**config.mk**
```make
export PLATFORM = sky130hd
export DESIGN_NAME = tq_throttle
export DESIGN_NICKNAME = d
export VERILOG_FILES = /design/src/rtl/tq_pkg.sv /design/src/rtl/tq_cfg_check.sv /design/src/rtl/tq_osy_run.sv /design/src/rtl/tq_flow_fsm.sv /design/src/rtl/tq_throttle.sv
export SDC_FILE = /design/constraint.sdc
export NUM_CORES = 1
export LEC_CHECK = 0
export CORE_MARGIN = 3
export CORE_UTILIZATION = 41
export DETAILED_ROUTE_END_ITERATION = 12
export DONT_BUFFER_PORTS = 1
export GPL_ROUTABILITY_DRIVEN = 0
export HOLD_SLACK_MARGIN = 0.06
export SYNTH_ARGS = -nofsm -noshare
export SYNTH_HDL_FRONTEND = slang
export SYNTH_HIERARCHICAL = 1
export SYNTH_SLANG_ARGS = --single-unit
```
**constraint.sdc**
```tcl
create_clock -name clk -period 4.06 [get_ports clk]
set_input_delay 0.203 -clock clk [delete_from_list [all_inputs] [get_ports clk]]
set_output_delay 0.203 -clock clk [all_outputs]
set_load 0.05 [all_outputs]
```
**src/rtl/tq_pkg.sv**
```systemverilog
package tq_pkg;

  typedef enum logic [3:0] {
    FMM_READY = 4'b1000,
    FMM_WARN  = 4'b0001,
    FMM_BUSY  = 4'b0100,
    FMM_OSY   = 4'b0010
  } fmm_e;

  localparam int unsigned N_THR = 5;

endpackage

```
**src/rtl/tq_cfg_check.sv**
```systemverilog
module tq_cfg_check #(
  parameter int unsigned CNT_W = 9
) (
  input  logic [CNT_W-1:0] warn_lo,
  input  logic [CNT_W-1:0] warn_hi,
  input  logic [CNT_W-1:0] busy_lo,
  input  logic [CNT_W-1:0] busy_hi,
  input  logic [CNT_W-1:0] osy_hi,
  output logic             cfg_ok
);
  import tq_pkg::*;

  localparam int unsigned N_PAIR = N_THR - 1;
  // bit i set: pair i must be strictly increasing; clear: equal allowed
  localparam logic [N_PAIR-1:0] STRICT = 4'b1101;

  logic [CNT_W-1:0] thr [N_THR];
  logic [N_PAIR-1:0] pair_ok;

  always_comb begin
    thr[0] = warn_lo;
    thr[1] = warn_hi;
    thr[2] = busy_lo;
    thr[3] = busy_hi;
    thr[4] = osy_hi;
  end

  for (genvar i = 0; i < N_PAIR; i++) begin : g_pair
    if (STRICT[i]) begin : g_lt
      assign pair_ok[i] = thr[i] < thr[i+1];
    end else begin : g_le
      assign pair_ok[i] = thr[i] <= thr[i+1];
    end
  end

  assign cfg_ok = &pair_ok;

endmodule

```
**src/rtl/tq_osy_run.sv**
```systemverilog
module tq_osy_run #(
  parameter int unsigned RUN_LEN = 4
) (
  input  logic clk,
  input  logic rst_n,
  input  logic resync,
  input  logic hdr_strobe,
  input  logic frag_osy,
  input  logic cfg_ok,
  output logic run_hit,
  output logic persist
);
  localparam int unsigned RUN_W = (RUN_LEN < 2) ? 1 : $clog2(RUN_LEN);
  localparam logic [RUN_W-1:0] RUN_LAST = RUN_W'(RUN_LEN - 1);

  logic [RUN_W-1:0] run_q, run_d;
  logic             run_en;
  logic             pers_d, pers_en;

  assign run_hit = hdr_strobe && frag_osy && (run_q == RUN_LAST);

  always_comb begin
    run_en = resync || hdr_strobe;
    run_d  = run_q;
    if (resync) begin
      run_d = '0;
    end else if (hdr_strobe) begin
      if (!frag_osy) begin
        run_d = '0;
      end else if (run_q != RUN_LAST) begin
        run_d = run_q + 1'b1;
      end
    end
  end

  always_comb begin
    pers_en = resync || (run_hit && cfg_ok);
    pers_d  = !resync;
  end

  always_ff @(posedge clk or negedge rst_n) begin
    if (!rst_n) begin
      run_q   <= '0;
      persist <= 1'b0;
    end else begin
      if (run_en)  run_q   <= run_d;
      if (pers_en) persist <= pers_d;
    end
  end

endmodule

```
**src/rtl/tq_flow_fsm.sv**
```systemverilog
module tq_flow_fsm #(
  parameter int unsigned CNT_W = 9
) (
  input  logic             clk,
  input  logic             rst_n,
  input  logic             resync,
  input  logic [CNT_W-1:0] q_level,
  input  logic             q_full,
  input  logic             push,
  input  logic             hdr_strobe,
  input  logic             cfg_ok,
  input  logic             run_hit,
  input  logic [CNT_W-1:0] warn_lo,
  input  logic [CNT_W-1:0] warn_hi,
  input  logic [CNT_W-1:0] busy_lo,
  input  logic [CNT_W-1:0] busy_hi,
  input  logic [CNT_W-1:0] osy_hi,
  output tq_pkg::fmm_e     state,
  output logic [3:0]       hdr_code,
  output logic             skip,
  output logic             flush
);
  import tq_pkg::*;

  fmm_e state_d;
  logic overflow_near;
  logic skip_d;

  assign overflow_near = q_full || (q_level >= osy_hi);

  always_comb begin
    state_d = state;
    if (resync) begin
      state_d = FMM_READY;
    end else if (state == FMM_OSY) begin
      state_d = FMM_OSY;
    end else if (!cfg_ok) begin
      state_d = FMM_READY;
    end else if (run_hit || overflow_near) begin
      state_d = FMM_OSY;
    end else begin
      unique case (state)
        FMM_READY: begin
          if (q_level >= busy_hi)      state_d = FMM_BUSY;
          else if (q_level >= warn_hi) state_d = FMM_WARN;
        end
        FMM_WARN: begin
          if (q_level >= busy_hi)      state_d = FMM_BUSY;
          else if (q_level < warn_lo)  state_d = FMM_READY;
        end
        FMM_BUSY: begin
          if (q_level <= busy_lo)      state_d = FMM_WARN;
        end
        default: state_d = FMM_READY;
      endcase
    end
  end

  assign skip_d = cfg_ok && (q_level > busy_lo);
  assign flush  = push && (state == FMM_BUSY);

  always_ff @(posedge clk or negedge rst_n) begin
    if (!rst_n) begin
      state <= FMM_READY;
    end else begin
      state <= state_d;
    end
  end

  always_ff @(posedge clk or negedge rst_n) begin
    if (!rst_n) begin
      skip     <= 1'b0;
      hdr_code <= FMM_READY;
    end else if (hdr_strobe) begin
      skip     <= skip_d;
      hdr_code <= state;
    end
  end

endmodule

```
**src/rtl/tq_throttle.sv**
```systemverilog
module tq_throttle #(
  parameter int unsigned QDEPTH  = 256,
  parameter int unsigned RUN_LEN = 4,
  localparam int unsigned CNT_W  = $clog2(QDEPTH + 1)
) (
  input  logic             clk,
  input  logic             rst_n,
  input  logic             resync,
  input  logic [CNT_W-1:0] q_level,
  input  logic             q_full,
  input  logic             push,
  input  logic             hdr_strobe,
  input  logic             frag_osy,
  input  logic [CNT_W-1:0] warn_lo,
  input  logic [CNT_W-1:0] warn_hi,
  input  logic [CNT_W-1:0] busy_lo,
  input  logic [CNT_W-1:0] busy_hi,
  input  logic [CNT_W-1:0] osy_hi,
  output logic [3:0]       fmm_code,
  output logic [3:0]       hdr_fmm,
  output logic             skip_bit,
  output logic             flush,
  output logic             osy_persist,
  output logic             cfg_err
);
  import tq_pkg::*;

  logic cfg_ok;
  logic run_hit;
  fmm_e state;

  tq_cfg_check #(.CNT_W(CNT_W)) u_cfg (
    .warn_lo (warn_lo),
    .warn_hi (warn_hi),
    .busy_lo (busy_lo),
    .busy_hi (busy_hi),
    .osy_hi  (osy_hi),
    .cfg_ok  (cfg_ok)
  );

  tq_osy_run #(.RUN_LEN(RUN_LEN)) u_run (
    .clk        (clk),
    .rst_n      (rst_n),
    .resync     (resync),
    .hdr_strobe (hdr_strobe),
    .frag_osy   (frag_osy),
    .cfg_ok     (cfg_ok),
    .run_hit    (run_hit),
    .persist    (osy_persist)
  );

  tq_flow_fsm #(.CNT_W(CNT_W)) u_fsm (
    .clk        (clk),
    .rst_n      (rst_n),
    .resync     (resync),
    .q_level    (q_level),
    .q_full     (q_full),
    .push       (push),
    .hdr_strobe (hdr_strobe),
    .cfg_ok     (cfg_ok),
    .run_hit    (run_hit),
    .warn_lo    (warn_lo),
    .warn_hi    (warn_hi),
    .busy_lo    (busy_lo),
    .busy_hi    (busy_hi),
    .osy_hi     (osy_hi),
    .state      (state),
    .hdr_code   (hdr_fmm),
    .skip       (skip_bit),
    .flush      (flush)
  );

  assign fmm_code = state;
  assign cfg_err  = !cfg_ok;

endmodule

```
==> results.json <==
{
  "synth_compound_area_share_pct": 21.1,
  "synth.top_cell.area_share_pct": 36.8,
  "initial_core_util_pct": 43.5,
  "peakVddDrop_uv": 209,
  "ant_nets": 0,
  "rrSetupSlack_ps": 1860,
  "outcome": "finished clean",
  "cp.required_ps": 4220,
  "fin_skew_ps": 3.38,
  "fp.dieArea_um2": 7470,
  "hold_violations": 0,
  "grt_pass1_wl_um": 10800,
  "period_needed_ps": 2380,
  "reg2reg_depth": 6,
  "worstSetupPathType": "in -> reg",
  "drc": 0,
  "synth_top_family_by_area": "adder cells",
  "cts_tree": "built",
  "cap_viol_max_count": 0,
  "cp-start-kind": "input pin",
  "ys_seq_area_share_pct": 11.4,
  "syn_area_um2": 2650,
  "slowest_stage": "nor4_2",
  "worstPathArrival_ps": 2540,
  "rr_startpoint": "u_fsm/state[0]",
  "finish.utilization_pct": 46.2,
  "hold_path.class": "in -> reg",
  "final.setup.worst_slack_ps": 1680,
  "power.leakage_nw": 1.52,
  "fin_area_um2": 2810,
  "crit_chain": "inv_1, ha_1, a21oi_1, o21ai_0, a32oi_1, nand3_1, nor4_2, o21ai_1, o31ai_2, a21oi_2, mux2_1",
  "clk_latency_ps": 240,
  "slowest_delay_ps": 530,
  "synth_area_per_cell_um2": 8.14,
  "grt_pass1_vias": 2232,
  "port_buffers": 0,
  "numCtsBuffers": 3,
  "ys_ff_latch": 12,
  "timing.rr.end": "u_fsm/state[3]",
  "syn2layout_area_growth_pct": 6.03,
  "antenna_found_initial": 0,
  "yosys_warnings": 6,
  "setup_viol": 0,
  "holdCritStartpoint": "hdr_strobe",
  "synth_edf_count": 0,
  "dp_slack_ps": 1460,
  "total_power_w": 0.000503,
  "antenna_cells": 0,
  "final.period_utilization_pct": 58.7,
  "synthArstFlopShare_pct": 100,
  "max_clock_freq_mhz": 420,
  "drt_iter0_drc": 102,
  "synth_nets": 465,
  "viasPerCell": 5.55,
  "postSynthCellCount": 326,
  "chipWidth_um": 86.5,
  "ys_types": 58,
  "hpwl_um": 5850,
  "place_area_um2": 2730,
  "min_to": "u_fsm/hdr_code[0]",
  "cts.sinks": 12,
  "synth_ff_type": "dfrtp_1",
  "grt_max_degree": 13,
  "worstPathMaxFanout": 6,
  "track_usage_pct": 17.8,
  "root_buffer": "clkbuf_8",
  "worst_pin_slew_ps": 779,
  "synthSimpleGateAreaFrac_pct": 15.8,
  "worst-path-buf-inv": 1,
  "die_h_um": 86.5,
  "wl_um": 6620,
  "drive_above_1_share_pct": 8.46,
  "synth_area_leaders": "ha_1, inv_1, dfrtp_1",
  "slew_viol_final": 0,
  "nNetsFinal": 471,
  "synth_top_cells_by_count": "inv_1, ha_1, a21oi_1, nand2_1, nand3_1",
  "first_pass_iters": 4,
  "n_fill_cell": 639,
  "clkSlewWorstSetupHoldPaths_ps": 50,
  "relSlewSlack_pct": 48.1,
  "num_vias": 2252,
  "wire_per_inst_um": 16.3,
  "path_delay_family": "compound AO/OA/AOI/OAI gates",
  "synth_fa_ha_area_share_pct": 36.8,
  "clk_path_buf_depth": 2,
  "rows": 28,
  "powerDensity_nw_per_um2": 179,
  "min_path_cells": 1,
  "ios": 73,
  "core-area_um2": 6100,
  "grt_setup_unrepaired": "no",
  "synth-xor-area-share_pct": 0.660,
  "htreeDepth": 1,
  "setup_tns_ps": 0,
  "synth.most_common_cell": "inv_1",
  "synth_mux_area_share_pct": 2.12,
  "endpoint_kind": "register",
  "gr-total-overflow": 0,
  "synth_top_cell_by_area": "ha_1"
}
[routing by layer]
metal	track usage [%]	share of wire [%]	vias up
met5	0	0	-
met4	2.12	0.53	0
met3	3.52	8.5	2
met2	29.2	43	60
met1	24.8	48	1028
li1	-	-	1162
[cell type report]
cell class              count  area (um^2)  share of cell area (%)
multi-input cells         232         2030                    72.1
flip-flops and latches     12          303                    10.8
inverters                  80          303                    10.8
well taps                  75         93.8                    3.33
clock buffers               4         55.1                    1.96
repair buffers              3         30.0                    1.07
[logic make-up (layout without fill, tap and decap cells)]
| kind of cell | count (synthesis) | count (layout) |
|---|---|---|
| buffers and inverters | 82 | 87 |
| muxes | 5 | 5 |
| xor gates and xnor gates | 2 | 2 |
| AOI/OAI and AO/OA | 76 | 76 |
| adders and majority gates | 78 | 78 |
| DFF | 12 | 12 |
| and+or+nand+nor | 71 | 71 |
[layout by cell type (no fill, tap or decap), types with 5 or more instances in the layout]
cell | Yosys | layout
a21o_1 | 7 | 7
a21oi_1 | 19 | 19
ha_1 | 78 | 78
inv_1 | 79 | 79
o211ai_1 | 6 | 6
nor2_1 | 10 | 10
nand2_1 | 16 | 16
nand3_1 | 11 | 11
dfrtp_1 | 10 | 10
o21ai_0 | 10 | 10
nor2b_1 | 5 | 5
[stage by stage]
step,cells,hold WS [ps]
floorplan,326,-92.6
global placement,399,-92.4
detailed placement,399,-92.3
CTS,406,120
global route,406,125
finish,406,123
[power by group]
| group | internal (W) | switching [W] | total, W |
|---|---|---|---|
| Combinational | 0.000103 | 0.000119 | 0.000221 |
| Sequential | 0.000127 | 0.0000262 | 0.000153 |
| Clock | 0.0000855 | 0.0000424 | 0.000128 |
| Total | 0.000316 | 0.000187 | 0.000503 |
[worst reg2reg max path: stages, from the launching register on]
cell and delay, ps:
dfrtp_1 850, nor4b_4 130, nor4_1 300, nand3_1 140, a21oi_2 180, a21boi_2 190
mux2_1 340
[worst max path at each step]
stage,from,end,slack (ps),cells after the start
2_1_floorplan,busy_lo[6],u_fsm/state[3],1750,11
3_3_place_gp,osy_hi[6],u_fsm/state[3],1610,11
3_5_place_dp,osy_hi[6],u_fsm/state[3],1460,11
4_1_cts,osy_hi[6],u_fsm/state[3],1700,11
5_1_grt,osy_hi[6],u_fsm/state[3],1440,11
6_report,osy_hi[6],u_fsm/state[3],1680,11
[what timing repair did]
action,in CTS,in global routing
hold buffers,3,0
gates resized for setup,0,0
buffers inserted,0,0
endpoints found under the hold margin,16,0
[registers in the layout, indices dropped and copies added, names as in the netlist]
signal / cells
u_run/run_q: 2
u_fsm/skip: 1
u_fsm/state: 4
u_run/persist: 1
u_fsm/hdr_code: 4
Note: power is estimated with default switching activity, not from simulation.
